--- config.mk ---
export PLATFORM = sky130hd
export DESIGN_NAME = mshr_file
export DESIGN_NICKNAME = d
export VERILOG_FILES = /design/src/rtl/mshr_pkg.sv /design/src/rtl/mshr_pick.sv /design/src/rtl/mshr_cam.sv /design/src/rtl/mshr_file.sv
export SDC_FILE = /design/constraint.sdc
export NUM_CORES = 1
export LEC_CHECK = 0
export BUFFER_PORTS_ARGS = -buffer_cell sky130_fd_sc_hd__buf_4
export CAP_MARGIN = 15
export CORE_MARGIN = 3
export CORE_UTILIZATION = 50
export CTS_CLUSTER_SIZE = 8
export DETAILED_ROUTE_END_ITERATION = 6
export PLACE_DENSITY = 0.67
export SLEW_MARGIN = 20
export SYNTH_ARGS = -nofsm -noshare
export SYNTH_HDL_FRONTEND = slang
export SYNTH_HIERARCHICAL = 1
export SYNTH_SLANG_ARGS = --single-unit
--- constraint.sdc ---
create_clock -name clk_i -period 4.6 [get_ports clk_i]
set_input_delay 0.92 -clock clk_i [delete_from_list [all_inputs] [get_ports clk_i]]
set_output_delay 0.92 -clock clk_i [all_outputs]
set_load 0.05 [all_outputs]
--- src/rtl/mshr_pkg.sv ---
package mshr_pkg;
  parameter int unsigned ENTRIES_DEF = 8;
  parameter int unsigned LINE_W_DEF  = 26;
endpackage

--- src/rtl/mshr_pick.sv ---
module mshr_pick #(
  parameter int unsigned N  = 8,
  parameter int unsigned IW = $clog2(N)
) (
  input  logic [N-1:0]  req_i,
  output logic          found_o,
  output logic [IW-1:0] idx_o
);
  always_comb begin
    found_o = 1'b0;
    idx_o   = '0;
    for (int i = N - 1; i >= 0; i--) begin
      if (req_i[i]) begin
        found_o = 1'b1;
        idx_o   = IW'(i);
      end
    end
  end
endmodule

--- src/rtl/mshr_cam.sv ---
module mshr_cam #(
  parameter int unsigned N  = 8,
  parameter int unsigned LW = 26
) (
  input  logic [N-1:0]  live_i,
  input  logic [LW-1:0] line_i [N],
  input  logic [LW-1:0] key_i,
  output logic [N-1:0]  hit_o
);
  for (genvar g = 0; g < N; g++) begin : g_cmp
    assign hit_o[g] = live_i[g] && (line_i[g] == key_i);
  end
endmodule

--- src/rtl/mshr_file.sv ---
module mshr_file
  import mshr_pkg::*;
#(
  parameter int unsigned ENTRIES = ENTRIES_DEF,
  parameter int unsigned LINE_W  = LINE_W_DEF,
  localparam int unsigned IW     = $clog2(ENTRIES)
) (
  input  logic              clk_i,
  input  logic              rst_ni,
  input  logic              miss_valid_i,
  input  logic [LINE_W-1:0] miss_line_i,
  output logic              miss_merge_o,
  output logic              miss_alloc_o,
  output logic [IW-1:0]     miss_idx_o,
  output logic              full_o,
  output logic              req_valid_o,
  input  logic              req_ready_i,
  output logic [LINE_W-1:0] req_line_o,
  output logic [IW-1:0]     req_tag_o,
  input  logic              rsp_valid_i,
  input  logic [IW-1:0]     rsp_tag_i
);
  logic [ENTRIES-1:0] vld_q, iss_q, rsp_clr, hit_vec, free_vec, pend_vec;
  logic [LINE_W-1:0]  line_q [ENTRIES];
  logic               hit_any, free_any, fire;
  logic [IW-1:0]      hit_idx, free_idx;

  for (genvar g = 0; g < ENTRIES; g++) begin : g_clr
    assign rsp_clr[g] = rsp_valid_i && (rsp_tag_i == IW'(g));
  end

  // slot being freed this cycle must not absorb a merge
  mshr_cam #(.N(ENTRIES), .LW(LINE_W)) u_cam (
    .live_i (vld_q & ~rsp_clr),
    .line_i (line_q),
    .key_i  (miss_line_i),
    .hit_o  (hit_vec)
  );

  mshr_pick #(.N(ENTRIES), .IW(IW)) u_pick_hit (
    .req_i (hit_vec), .found_o (hit_any), .idx_o (hit_idx)
  );

  assign free_vec = ~vld_q;
  mshr_pick #(.N(ENTRIES), .IW(IW)) u_pick_free (
    .req_i (free_vec), .found_o (free_any), .idx_o (free_idx)
  );

  assign pend_vec = vld_q & ~iss_q;
  mshr_pick #(.N(ENTRIES), .IW(IW)) u_pick_iss (
    .req_i (pend_vec), .found_o (req_valid_o), .idx_o (req_tag_o)
  );

  assign miss_merge_o = miss_valid_i && hit_any;
  assign miss_alloc_o = miss_valid_i && !hit_any && free_any;
  assign miss_idx_o   = hit_any ? hit_idx : free_idx;
  assign full_o       = &vld_q;
  assign req_line_o   = line_q[req_tag_o];
  assign fire         = req_valid_o && req_ready_i;

  for (genvar g = 0; g < ENTRIES; g++) begin : g_slot
    always_ff @(posedge clk_i or negedge rst_ni) begin
      if (!rst_ni) begin
        vld_q[g]  <= 1'b0;
        iss_q[g]  <= 1'b0;
        line_q[g] <= '0;
      end else if (rsp_clr[g]) begin
        vld_q[g] <= 1'b0;
        iss_q[g] <= 1'b0;
      end else if (miss_alloc_o && free_idx == IW'(g)) begin
        vld_q[g]  <= 1'b1;
        iss_q[g]  <= 1'b0;
        line_q[g] <= miss_line_i;
      end else if (fire && req_tag_o == IW'(g)) begin
        iss_q[g] <= 1'b1;
      end
    end
  end

  a_r10_single_match: assert property (@(posedge clk_i) disable iff (!rst_ni)
    $onehot0(hit_vec));
  a_r2_merge_excl: assert property (@(posedge clk_i) disable iff (!rst_ni)
    !(miss_merge_o && miss_alloc_o));
  a_r4_full_no_alloc: assert property (@(posedge clk_i) disable iff (!rst_ni)
    full_o |-> !miss_alloc_o);
  a_r8_no_merge_freed: assert property (@(posedge clk_i) disable iff (!rst_ni)
    (rsp_valid_i && miss_merge_o) |-> (miss_idx_o != rsp_tag_i));
  a_r3_alloc_held: assert property (@(posedge clk_i) disable iff (!rst_ni)
    miss_alloc_o |=> vld_q[$past(miss_idx_o)]);
  a_r5_sent_marked: assert property (@(posedge clk_i) disable iff (!rst_ni)
    fire |=> iss_q[$past(req_tag_o)]);
  a_r7_freed: assert property (@(posedge clk_i) disable iff (!rst_ni)
    rsp_valid_i |=> !vld_q[$past(rsp_tag_i)]);
  a_r9_rsp_legal: assert property (@(posedge clk_i) disable iff (!rst_ni)
    rsp_valid_i |-> (vld_q[rsp_tag_i] && iss_q[rsp_tag_i]));
endmodule

==> results.sh <==
export IMPL_outcome="finished clean"
export IMPL_area_delta_synth_final_pct=16.05
export IMPL_cp_start_kind="input pin"
export IMPL_p_comb_frac=0.583
export IMPL_cts_setup_buffers=0
export IMPL_finalSetupViolCount=0
export IMPL_synth_edf_count=0
export IMPL_irDropWorstVdd_v=0.0007634
export IMPL_crit_path_end_kind="output pin"
export IMPL_finalWorstSetupSlack_ps=58.56
export IMPL_ys_flop_type="dfrtp_1"
export IMPL_grt_usage=0.2687
export IMPL_io_buffer_count=69
export IMPL_synth_yosys_seq_area_share=0.4240
export IMPL_holdBufCountCts=0
export IMPL_timing_critical_path_buf_inv=4
export IMPL_antenna_found_initial=0
export IMPL_switchingPower_mw=5.975
export IMPL_wl_per_cell_um=26.30
export IMPL_final_util=0.5989
export IMPL_syn_nets=1021
export IMPL_ys_ff_latch=224
export IMPL_drt_total_wl_mm=37.77
export IMPL_gr_total_overflow=0
export IMPL_yosys_warnings=6
export IMPL_arrival_ps=3620
export IMPL_finalCriticalPeriod_ps=4541
export IMPL_drv_cap=0
export IMPL_clock_sinks=224
export IMPL_routabilityCongestion=0.9667
export IMPL_antenna_cells=0
export IMPL_drive_gt1_frac=0.4430
export IMPL_slowest_stage="or4_1"
export IMPL_grt_pass1_vias=8968
export IMPL_clk_latency_ps=550
export IMPL_cts_root_buf="clkbuf_16"
export IMPL_tns_ps=0
export IMPL_grt_start_max_net_pins=105
export IMPL_syn_inst=987
export IMPL_critPathTopFamily="simple AND/OR/NAND/NOR gates"
export IMPL_fmax_mhz=220.2
export IMPL_core_region_area_sq_mm=0.02562
export IMPL_dp_cells=1403
export IMPL_syn_avg_cell_area_sq_um=13.39
export IMPL_num_rows=58
export IMPL_leakage_nw=6.235
export IMPL_synth_cell_types=51
export IMPL_die_y_um=168.6
export IMPL_die_w_um=168.6
export IMPL_cpPeakStageDelay_ps=650
export IMPL_cp_cell_sequence="buf_4 -> xnor2_1 -> buf_4 -> nand4_1 -> or4_1 -> nor4_4 -> nor4_1 -> nand2_1 -> buf_4 -> mux2_2 -> buf_4"
export IMPL_cp_data_required_time_ps=3680
export IMPL_finClkSkew_ps=12.39
export IMPL_final_hold_viol_count=0
export IMPL_p_per_area_mw_per_mm2=894.0
export IMPL_drt_iter0_markers=756
export IMPL_worstPathMaxFanout=8
export IMPL_post_route_cell_area_sq_mm=0.01534
export IMPL_dieArea_sq_mm=0.02843
export IMPL_cts_buffers=31
export IMPL_placed_area_sq_mm=0.01448
export IMPL_cts_path_max_buffers=3
export IMPL_p_sw_frac=0.4356
export IMPL_ios=70
export IMPL_antenna_left=0
export IMPL_dp_slack_ps=-51.82
export IMPL_period_share=0.9873
export IMPL_cts_tree="built"
export IMPL_synth_top_cells_by_area="dfrtp_1 (42%), mux2_2 (17%), xnor2_1 (14%)"
export IMPL_final_cells=1436
export IMPL_yosys_area_top_type_share=0.4240
export IMPL_crit_type="in2out"
export IMPL_synthArstFlopShare=1.000
export IMPL_p_clk_frac=0.145
export IMPL_drc_errors=0
export IMPL_slew_headroom=0.2873
export IMPL_dp_hpwl_mm=27.21
export IMPL_drtPass1Iterations=5
export IMPL_start_util=0.5161
export IMPL_p_int_mw=7.740
export IMPL_clk_pin_slew_ps=50
export IMPL_synth_area_sq_mm=0.01322
export IMPL_synth_top_area_cell="dfrtp_1"
export IMPL_crit_top_cell="buf_4"
export IMPL_viasPerCell=6.063
export IMPL_grt_pass1_wl_mm=57.90
export IMPL_rsz0062_at_grt="no"
export IMPL_hp_class="in2async"
export IMPL_tightestPinTransition_ps=1066
export IMPL_slew_viol_final=0
export IMPL_vias=8707
export IMPL_htree_num_levels=1
export IMPL_pwr_share_seq=0.272
export IMPL_final_nets=1141
[Yosys cell counts, types with 9 or more instances]
master      n
a21oi_1     9
buf_6      29
mux2_1     18
nor4_2     11
mux2_2    198
nand3_1     9
buf_2      11
nor2_1     30
xnor2_1   207
mux2_4     20
clkbuf_1    9
inv_1      11
buf_4      10
dfrtp_1   224
nand4_1    50
mux4_2     52
[per-layer routing]
metal  global-route usage  share of wire  vias to the layer above
met4              0.07257          0.031                        0
met3              0.05605          0.074                       71
met5                    0              0                        -
li1                     -              -                     3827
met2               0.4233           0.46                      315
met1               0.3823           0.44                     4494
[area by class of cell]
class / instances / area, sq um
clock buffer: 31 / 775.7
timing repair buffer: 148 / 1314
sequential: 224 / 5605
clock inverter: 1 / 8.758
tap: 330 / 412.9
multi-input combinational: 691 / 7184
fill: 2094 / 10270
inverter: 11 / 41.29
[state kept, by name (all words and copies together) (netlist names)]
register,cells
line_q,208
iss_q,8
vld_q,8
[power by group through the flow]
stage	clock [mW]	sequential [mW]	combinational [mW]
2_1_floorplan	0	3.51	5.73
3_3_place_gp	0	3.70	7.89
3_5_place_dp	0	3.75	7.93
4_1_cts	2.02	3.72	7.97
5_1_grt	2.10	3.87	8.38
6_report	1.99	3.74	7.99
[metrics by stage]
step	hold slack (ps)	power, mW
floorplan	478.3	9.233
global placement	497.7	11.59
detailed placement	509.8	11.68
CTS	471.5	13.72
global route	457.9	14.35
finish	422.1	13.72
[timing repair]
| item | 4_1_cts | 5_1_grt |
|---|---|---|
| endpoints found under the setup margin | 0 | 3 |
| resized for setup | 0 | 8 |
| endpoints found under the hold margin | 0 | 0 |
[final timing paths]
check | from | to | slack [ps] | cells past startpoint
setup / recovery | miss_line_i[9] | miss_idx_o[0] | 60 | 11
hold / removal | rst_ni | iss_q[7]$_DFFE_PN0P_ | 420 | 1
setup reg to reg | vld_q[6]$_DFFE_PN0P_ | line_q[203]$_DFFE_PN0P_ | 670 | 12
hold reg to reg | iss_q[5]$_DFFE_PN0P_ | iss_q[5]$_DFFE_PN0P_ | 520 | 2
max in group asynchronous | rst_ni | line_q[67]$_DFFE_PN0P_ | 3030 | 2
min in group clk_i | iss_q[5]$_DFFE_PN0P_ | iss_q[5]$_DFFE_PN0P_ | 520 | 2
[placed cells by master (no fill, tap or decap), types with 9 or more instances in the layout]
master / instances
mux2_1: 18
xnor2_1: 203
a21oi_1: 9
mux2_4: 20
dfrtp_1: 224
nor2_1: 30
mux4_2: 52
buf_4: 131
nand4_1: 50
mux2_2: 198
inv_1: 11
nand3_1: 9
buf_12: 15
clkbuf_16: 31
[kinds of logic after synthesis]
| kind of cell | after synthesis | synth area share |
|---|---|---|
| mux | 288 | 0.2953 |
| flops | 224 | 0.4240 |
| xor+xnor | 208 | 0.1384 |
| simple gates | 162 | 0.08405 |
| buf+inv | 72 | 0.04079 |
| compound gates | 33 | 0.01751 |
Power figures use the tool's default switching activity.
